### src/rtl/nco_profile_core.sv
module nco_profile_core #(
  parameter int PROFILES  = 4,
  parameter int ACC_W     = 32,
  parameter int PHASE_W   = 16,
  parameter int ADDR_W    = 6,
  parameter int BASE_ADDR = 4
) (
  input  logic                        clk,
  input  logic                        rst,
  input  logic                        wr_en,
  input  logic [ADDR_W-1:0]           wr_addr,
  input  logic [7:0]                  wr_data,
  input  logic [$clog2(PROFILES)-1:0] prof_sel,
  output logic [ACC_W-1:0]            acc_out,
  output logic [PHASE_W-1:0]          phase_out
);
  localparam int BPW   = ACC_W / 8;
  localparam int NB    = PROFILES * BPW;
  localparam int IDX_W = $clog2(NB);
  localparam logic [ACC_W-1:0] LIMIT = {1'b0, {(ACC_W-1){1'b1}}};

  logic [7:0]                       bank [NB];
  logic [PROFILES-1:0][ACC_W-1:0]   words;
  logic [ADDR_W-1:0]                offs;
  logic                             hit;
  logic [ACC_W-1:0]                 raw, step, acc;

  assign offs = wr_addr - ADDR_W'(BASE_ADDR);
  assign hit  = (wr_addr >= ADDR_W'(BASE_ADDR)) && (offs < ADDR_W'(NB));

  always_ff @(posedge clk) begin
    if (rst) begin
      for (int i = 0; i < NB; i++) bank[i] <= '0;
    end else if (wr_en && hit) begin
      bank[offs[IDX_W-1:0]] <= wr_data;
    end
  end

  for (genvar p = 0; p < PROFILES; p++) begin : g_prof
    for (genvar b = 0; b < BPW; b++) begin : g_byte
      assign words[p][8*b +: 8] = bank[p*BPW + b];
    end
  end

  assign raw  = words[prof_sel];
  assign step = raw[ACC_W-1] ? LIMIT : raw;

  always_ff @(posedge clk) begin
    if (rst) acc <= '0;
    else     acc <= acc + step;
  end

  assign acc_out   = acc;
  assign phase_out = acc[ACC_W-1 -: PHASE_W];

  assert_reset_clears_R6: assert property (@(posedge clk)
    $past(rst) |-> (acc_out == '0 && words == '0));

  assert_step_legal_R3: assert property (@(posedge clk) disable iff (rst)
    !$past(rst) |-> ((acc_out - $past(acc_out)) <= LIMIT));

  assert_no_write_hold_R7: assert property (@(posedge clk) disable iff (rst)
    (!$past(rst) && !($past(wr_en) && $past(hit))) |-> $stable(words));

  assert_phase_upper_R8: assert property (@(posedge clk) disable iff (rst)
    phase_out == acc_out[ACC_W-1 -: PHASE_W]);
endmodule

### config.mk
export PLATFORM = sky130hd
export DESIGN_NAME = nco_profile_core
export DESIGN_NICKNAME = d
export VERILOG_FILES = /design/src/rtl/nco_profile_core.sv
export SDC_FILE = /design/constraint.sdc
export NUM_CORES = 1
export LEC_CHECK = 0
export CAP_MARGIN = 20
export CORE_UTILIZATION = 55
export CTS_CLUSTER_SIZE = 16
export DETAILED_ROUTE_END_ITERATION = 7
export DONT_BUFFER_PORTS = 1
export GPL_TIMING_DRIVEN = 0
export PLACE_DENSITY = 0.81
export SLEW_MARGIN = 15
export SYNTH_ARGS = -nofsm -noshare
export SYNTH_HDL_FRONTEND = slang
export SYNTH_SLANG_ARGS = --single-unit
### constraint.sdc
create_clock -name clk -period 5.1 [get_ports clk]
set_clock_uncertainty 0.1 [all_clocks]
set_input_delay 0.255 -clock clk [delete_from_list [all_inputs] [get_ports clk]]
set_output_delay 0.255 -clock clk [all_outputs]
set_load 0.02 [all_outputs]
### Word level (Yosys, flattened, before mapping)

Memories as Yosys holds them, arrays and structs flattened.
Index checks and enable logic that the tools add are counted.
W data, S select, Z words.

* $add $sub $neg: 2
* $lt $le $gt $ge: 3
* mux-type cells: 11
* reductions and logical operators: 3

Operator list (number)
* $bmux W32 S2: 1
* $add A32 B31 Y32: 1
* $mux W32: 1
* $mux W31: 1
* $mux W8: 1
* $reduce_or A8 Y1: 1
* $ge A6 B3 Y1 const B: 1
* $lt A6 B5 Y1 const B: 1
* $mux W1: 6
* $sub A6 B3 Y6 const B: 1
* $mux W4: 1
* $lt A2 B3 Y1 const B: 1
* $logic_and A1 B1 Y1: 2

* flip-flop bits (word level): 32
* bits in writable memories: 128
* output and inout port bits: 48
* memories: 1

Memories
* bank: depth 16, width 8, rd ports 16, clocked after memory_dff 0, wr ports 16, RTL line 22 `logic [7:0] bank [NB];`

### Depth between registers and ports, before layout

Gate-level depths: netlist of run 1.

* word-level depth: 9
* depth in mapped cells: 14
* gate-level depth less buffers: 12

### Worst setup path after synthesis of run 1

Ideal clock, no wire load.

* path type: input to register
* from: in prof_sel[0]
* to: reg acc[31] (netlist: acc_out[31])
* library setup time: 0.121 ns
* data arrival time: 3.920 ns
* required time: 4.879 ns
* setup slack: 0.959 ns
* stages on the path: 13
* path buffers: 3
* path through: clkbuf_1 buf_1 mux4_2 or2_2 ha_1 buf_6 a21o_1 a221o_1 a2111oi_2 o21ai_1 a311oi_2 o211ai_2 mux2_4

* cells in the longest elaborated chain, start to end: 4

RTL lines
* start: declaration: RTL line 13 `input logic [$clog2(PROFILES)-1:0] prof_sel,`
* $bmux W32 S2: RTL line 45 `assign raw = words[prof_sel];`
* $mux W32 (implied by the code): RTL line 45
* $mux W31: RTL line 46 `assign step = raw[ACC_W-1] ? LIMIT : raw;`
* $add A32 B31 Y32: RTL line 50 `else acc <= acc + step;`
* end signal: assignment: RTL line 50
* end: declaration: RTL line 26 `logic [ACC_W-1:0] raw, step, acc;`

Every way passes these cells. The select of a mux whose other input is x is not followed.
A chain may end at the register's enable or synchronous reset.

### Worst setup path in the final report of run 1

Ends and elaborated chain as after synthesis.

==> summary.txt, run 1 <==
status - finished, final reports clean
DR WL/cell - 20.6 µm
clock network power share - 0.253
max frequency - 233 MHz
antenna diode count - 0
synthesized area - 0.00862 mm²
# rows - 45
clk root buf - clkbuf_16
die area - 0.0162 mm²
Hold Path Class - input port to flop
VDD IR max - 0.312 mV
critical path class - input port to flop
Arr. time, crit path - 4520 ps
Reg clk slew, reported paths - 70 ps
critical path's slowest cell - buf_1
vias - 5921
IO buf count - 0
commonest non-fill, non-tap cell in the layout - and2_1
Ys Warns - 0
chip height - 127 µm
grt total ovfl - 0
deepest clock path buffer count - 2
delay-heaviest family, CP - compound AO/OA/AOI/OAI gates
Mean Syn Cell Area - 11.8 µm²
sequential fraction of design power - 0.376
switching power - 1830 µW
PwrDens - 507 mW/mm²
core area - 0.0153 mm²
setup_tns - 0 ps
Post-CTS Setup Repair Bufs - 0
Post-synth ARST share - 0
die width - 127 µm
Iteration-0 DRC Markers - 526
pre-CTS setup slack - 294 ps
Crit. End Element - flop
initial antenna violation count - 0
post-synth cell types - 57
Tightest Pin Transition - 982 ps
Final Max Tran Viols - 0
LEAKAGE - 0.00358 µW
CP peak stage delay - 780 ps
post-synthesis sequential area ratio - 0.520
CTS tree - done
Hold-fix buffers, CTS - 9
cts repair resizes - 0
global-route wire length before repair - 31200 µm
Mapped Cells - 728
Final ANT Viol Nets - 0
# IOs - 67
endpoints failing hold - 0
drc violations - 0
TritonCTS Buffers - 17
Final setup viols - 0
Critical Path RT - 5320 ps
Switching Share - 0.378
#FFs+latches synth - 160
largest net degree at the start of global routing - 17
Setup crit start kind - input port
CTS Sinks - 160
crit path max fanout - 10
worst-path cell chain - clkbuf_1 -> buf_1 -> mux4_2 -> or2_2 -> ha_1 -> buf_6 -> a21o_1 -> a221o_1 -> a2111oi_2 -> o21ai_1 -> a311oi_2 -> o211ai_2 -> mux2_4
Initial Util - 0.565
routed wire length - 20300 µm
EDFF count, synth - 128
vias per cell - 6.01
Max-cap violations - 0
share of layout cells above drive strength 1 - 0.172
relative slew slack - 0.345
Pint - 3010 µW
routability congestion estimate from global placement - 0.902
most frequent cells in the layout - and2_1, edfxtp_1, nor2_1
# H-tree levels - 4
total track usage - 0.263
placed wire-length estimate - 14800 µm
worst path bufs/invs - 3
Final min period - 4300 ps
drt first pass iters - 6
post-synth net total - 782
vias in the first global route - 5793
part of the cycle the worst path needs - 0.843
ys flop type - edfxtp_1
area grow syn2layout - 10.9%
clk_lat worst skew - 430 ps
Worst Setup Slack, final - 802 ps
combinational fraction of design power - 0.371
RSZ-0062 raised after global routing - false
Layout Nets - 815
## cell type report
class	instances	area [µm²]
Fill cell	1137	5700
Sequential cell	160	4480
Multi-Input combinational cell	504	3810
Clock buffer	18	429
Buffer	53	280
Tap cell	211	264
Clock inverter	14	129
Timing Repair Buffer	14	120
Inverter	11	41.3
## cell families after synthesis
group           Yosys count  share of synthesized area
buf+inv                  64                     0.0373
fa+ha+maj                35                     0.0517
mux                      36                     0.0893
xor+xnor                 17                     0.0173
compound gates          116                     0.0865
flops                   160                      0.520
simple gates            300                      0.197
## routing by layer
metal / up-vias / global-route usage / share of wire
met2: 269 / 0.438 / 0.49
met3: 32 / 0.0599 / 0.077
met5: - / 0 / 0
met1: 2912 / 0.347 / 0.41
li1: 2708 / - / -
met4: 0 / 0.0791 / 0.017
## state kept, by name (all words and copies together), names as in the netlist
name     count
acc_out     32
bank       128
## Yosys cell counts, types with 10 or more instances
master      n  area (µm²)
dfxtp_1    32         641
a21oi_1    31         155
o21ai_0    29         145
and2_1    129         807
mux4_2     32         721
nand2_1    18        67.6
clkbuf_1   31         116
nor2_1     49         184
nor3_1     16        80.1
a21o_1     17         128
xor2_1     10        87.6
inv_1      11        41.3
edfxtp_1  128        3840
buf_4      16         120
ha_1       34         425
nand4_1    11        68.8
or2_2      37         231
## metrics by stage
step	std cells	hold slack (ps)	power (µW)	utilization	instance area [µm²]
floorplan	728	353	3240	-	8620
global placement	939	355	3560	0.582	8880
detailed placement	942	358	3600	0.583	8900
CTS	983	33.2	4830	0.626	9550
global route	985	32.3	5110	0.626	9560
finish	985	41.8	4840	0.626	9560
## power groups by stage
stage,Clock [µW],Combinational (µW),Sequential (µW)
3_3_place_gp,0,1710,1850
3_5_place_dp,0,1750,1850
2_1_floorplan,0,1440,1800
4_1_cts,1230,1780,1830
6_report,1220,1800,1820
5_1_grt,1290,1980,1840
## path summary, 6_finish.rpt
kind	start	end	slack [ps]	depth (start not counted)
worst max register to register	bank[15][7]$_SDFFCE_PN0P_	acc_out[26]$_SDFF_PP0_	1080	13
worst min-delay path	rst	acc_out[31]$_SDFF_PP0_	40	2
worst min register to register	acc_out[31]$_SDFF_PP0_	acc_out[31]$_SDFF_PP0_	590	2
worst max-delay path	prof_sel[0]	acc_out[31]$_SDFF_PP0_	800	13
Note: power is estimated with default switching activity, not from simulation.
==> run 2: changes to the inputs <==
clock period = 4.15 ns   (was 5.1 ns; I/O delays follow)
==> run 2 against run 1 <==
  * Sequential cell count is the same
  * Combinational power grew 24%
  * Cell count grew 0.10%
  * Total power grew 24%
  * Register-to-register slack lost 940 ps
  * Global-route usage is essentially flat
  * Critical path type is now flop to flop
  * Largest cell class unchanged
  * Largest power group unchanged
==> summary.txt, run 2 (same netlist as run 1, synthesis figures left out) <==
status - finished, final reports clean
Critical Path RT - 4370 ps (-950 ps)
Multi-input gate area - 0.00382 mm² (+0.13%)
switching power - 2270 µW (+24%)
grt total ovfl - 0 (unchanged)
chip height - 127 µm (unchanged)
TritonCTS Buffers - 17 (unchanged)
relative slew slack - 0.406 (+0.0612)
FF-to-FF Start - bank[15][7]$_SDFFCE_PN0P_
area grow syn2layout - 11.3%
worst-path cell chain - mux4_2 -> clkbuf_2 -> or2_2 -> ha_1 -> buf_6 -> a21o_1 -> a221o_1 -> a2111oi_2 -> o21ai_1 -> a311oi_2 -> o211ai_2 -> mux2_4
dpl cells - 942 (unchanged)
max FFs per register - 128 (unchanged)
Initial Util - 0.565 (unchanged)
DR WL/cell - 20.7 µm (+0.45%)
Final ANT Viol Nets - 0 (unchanged)
LEAKAGE - 0.00360 µW (+0.46%)
Final Max Tran Viols - 0 (unchanged)
Register-to-Register Path Depth - 12 (-1)
Max-cap violations - 0 (unchanged)
Worst R2R End - acc_out[31]$_SDFF_PP0_
vias in the first global route - 5790 (-0.052%)
final std cells w/o fill - 986 (+0.10%)
vias per cell - 6.00 (-0.22%)
fin util - 0.628 (+0.00197)
clk root buf - clkbuf_16
clk_lat worst skew - 440 ps (about the same)
routed wire length - 20400 µm (+0.55%)
FF-to-FF setup slack - 140 ps (-940 ps)
Switching Share - 0.379 (+0.000892)
drc violations - 0 (unchanged)
core area - 0.0153 mm² (unchanged)
Arr. time, crit path - 4230 ps (-290 ps)
Tightest Pin Transition - 884 ps (-97.7 ps)
# H-tree levels - 4 (unchanged)
Reg clk slew, reported paths - 70 ps (about the same)
commonest non-fill, non-tap cell in the layout - and2_1
deepest clock path buffer count - 2 (unchanged)
CTS tree - done
setup_tns - 0 ps (unchanged)
die area - 0.0162 mm² (unchanged)
Setup crit start kind - flop
flip-flop and latch area - 0.00448 mm² (unchanged)
Pint - 3720 µW (+23%)
worst hold endpoint - acc_out[27]$_SDFF_PP0_
IO buf count - 0 (unchanged)
initial antenna violation count - 0 (unchanged)
worst hold path depth - 3 (+1)
# IOs - 67 (unchanged)
antenna diode count - 0 (unchanged)
endpoints failing hold - 0 (unchanged)
hold_ws - 29.4 ps (-12.4 ps)
Iteration-0 DRC Markers - 585 (+11%)
combinational fraction of design power - 0.373 (+0.002)
CTS Sinks - 160 (unchanged)
largest net degree at the start of global routing - 17 (unchanged)
critical path's slowest cell - mux4_2
part of the cycle the worst path needs - 0.966
sequential fraction of design power - 0.375 (about the same)
Fill cells - 1132 (-0.44%)
vias - 5914 (-0.12%)
# rows - 45 (unchanged)
max frequency - 249 MHz
clock network power share - 0.252 (about the same)
most frequent cells in the layout - and2_1, edfxtp_1, nor2_1
die width - 127 µm (unchanged)
total track usage - 0.264 (about the same)
global-route wire length before repair - 31300 µm (+0.13%)
Crit. End Element - flop
Final min period - 4010 ps
RSZ-0062 raised after global routing - false
drt first pass iters - 5 (-1)
PnR Total Power - 5980 µW (+24%)
Largest Register - bank
routability congestion estimate from global placement - 0.902 (unchanged)
PwrDens - 624 mW/mm² (+23%)
placed wire-length estimate - 14800 µm (unchanged)
Final setup viols - 0 (unchanged)
crit path max fanout - 10 (unchanged)
critical path class - flop to flop
worst hold path startpoint - rst
CP peak stage delay - 550 ps (-230 ps)
share of layout cells above drive strength 1 - 0.179 (+0.00752)
Hold Path Class - input port to flop
VDD IR max - 0.384 mV (+23%)
Layout Nets - 816 (+0.12%)
## run 2: changes by cell type in the layout (fill, tap and decap cells not counted), sizes merged
cell           before  now
buf                26   25
clkdlybuf4s15       1    3
## run 2: critical path, delay by kind of cell, from the launching register on
kind | cells | cell delay, ps
AO/OA/AOI/OAI | 6 | 1630
multiplexers | 2 | 850
flip-flops | 1 | 370
buffers and inverters | 2 | 330
AND/OR/NAND/NOR | 1 | 320
adder cells (fa/ha/maj) | 1 | 290
## run 2: timing repair
| action | CTS | global route |
|---|---|---|
| setup buffers | 0 | 1 |
| setup endpoints to repair | 4 | 2 |
| endpoints found under the hold margin | 51 | 0 |
| gates resized for setup | 6 | 5 |
| hold buffers | 9 | 0 |
| pin swaps | 0 | 1 |
## run 2: how the worst max path moves through the flow
stage | depth (start not counted) | startpoint | slack (ps) | to
after floorplan | 13 | prof_sel[0] | 60 | acc_out[31]$_SDFF_PP0_
after global placement | 13 | prof_sel[0] | -490 | acc_out[31]$_SDFF_PP0_
after detailed placement | 13 | prof_sel[0] | -610 | acc_out[31]$_SDFF_PP0_
after CTS | 13 | prof_sel[0] | 130 | acc_out[31]$_SDFF_PP0_
after global routing | 11 | bank[11][7]$_SDFFCE_PN0P_ | 3 | acc_out[31]$_SDFF_PP0_
final | 12 | bank[15][7]$_SDFFCE_PN0P_ | 140 | acc_out[31]$_SDFF_PP0_
## run 2: power groups by stage
stage / combinational [µW] / clock [µW] / sequential [µW]
after detailed placement: 2150 / 0 / 2280
after global placement: 2110 / 0 / 2270
after global routing: 2460 / 1580 / 2260
after CTS: 2180 / 1510 / 2240
final: 2230 / 1510 / 2240
after floorplan: 1770 / 0 / 2210
## run 2: cell type report
| class | count | share of cell area |
|---|---|---|
| timing repair buffer | 15 | 0.0133 |
| clock buffer | 18 | 0.0448 |
| inverter | 11 | 0.00431 |
| clock inverter | 14 | 0.0134 |
| sequential | 160 | 0.468 |
| multi-input combinational | 504 | 0.398 |
| buffer | 53 | 0.0311 |
| tap | 211 | 0.0275 |
## run 2: metal layers
metal	vias to the layer above	wire, µm	track usage
met4	0	484	0.0882
met3	37	1600	0.0628
li1	2707	-	-
met5	-	0	0
met1	2887	8470	0.345
met2	283	9890	0.434
## run 2: metrics by stage
stage | setup WS [ps] | cell area [µm²]
after floorplan | 56.6 | 8620
after global placement | -490 | 8880
after detailed placement | -609 | 8900
after CTS | 134 | 9570
after global routing | 2.74 | 9590
final | 142 | 9590
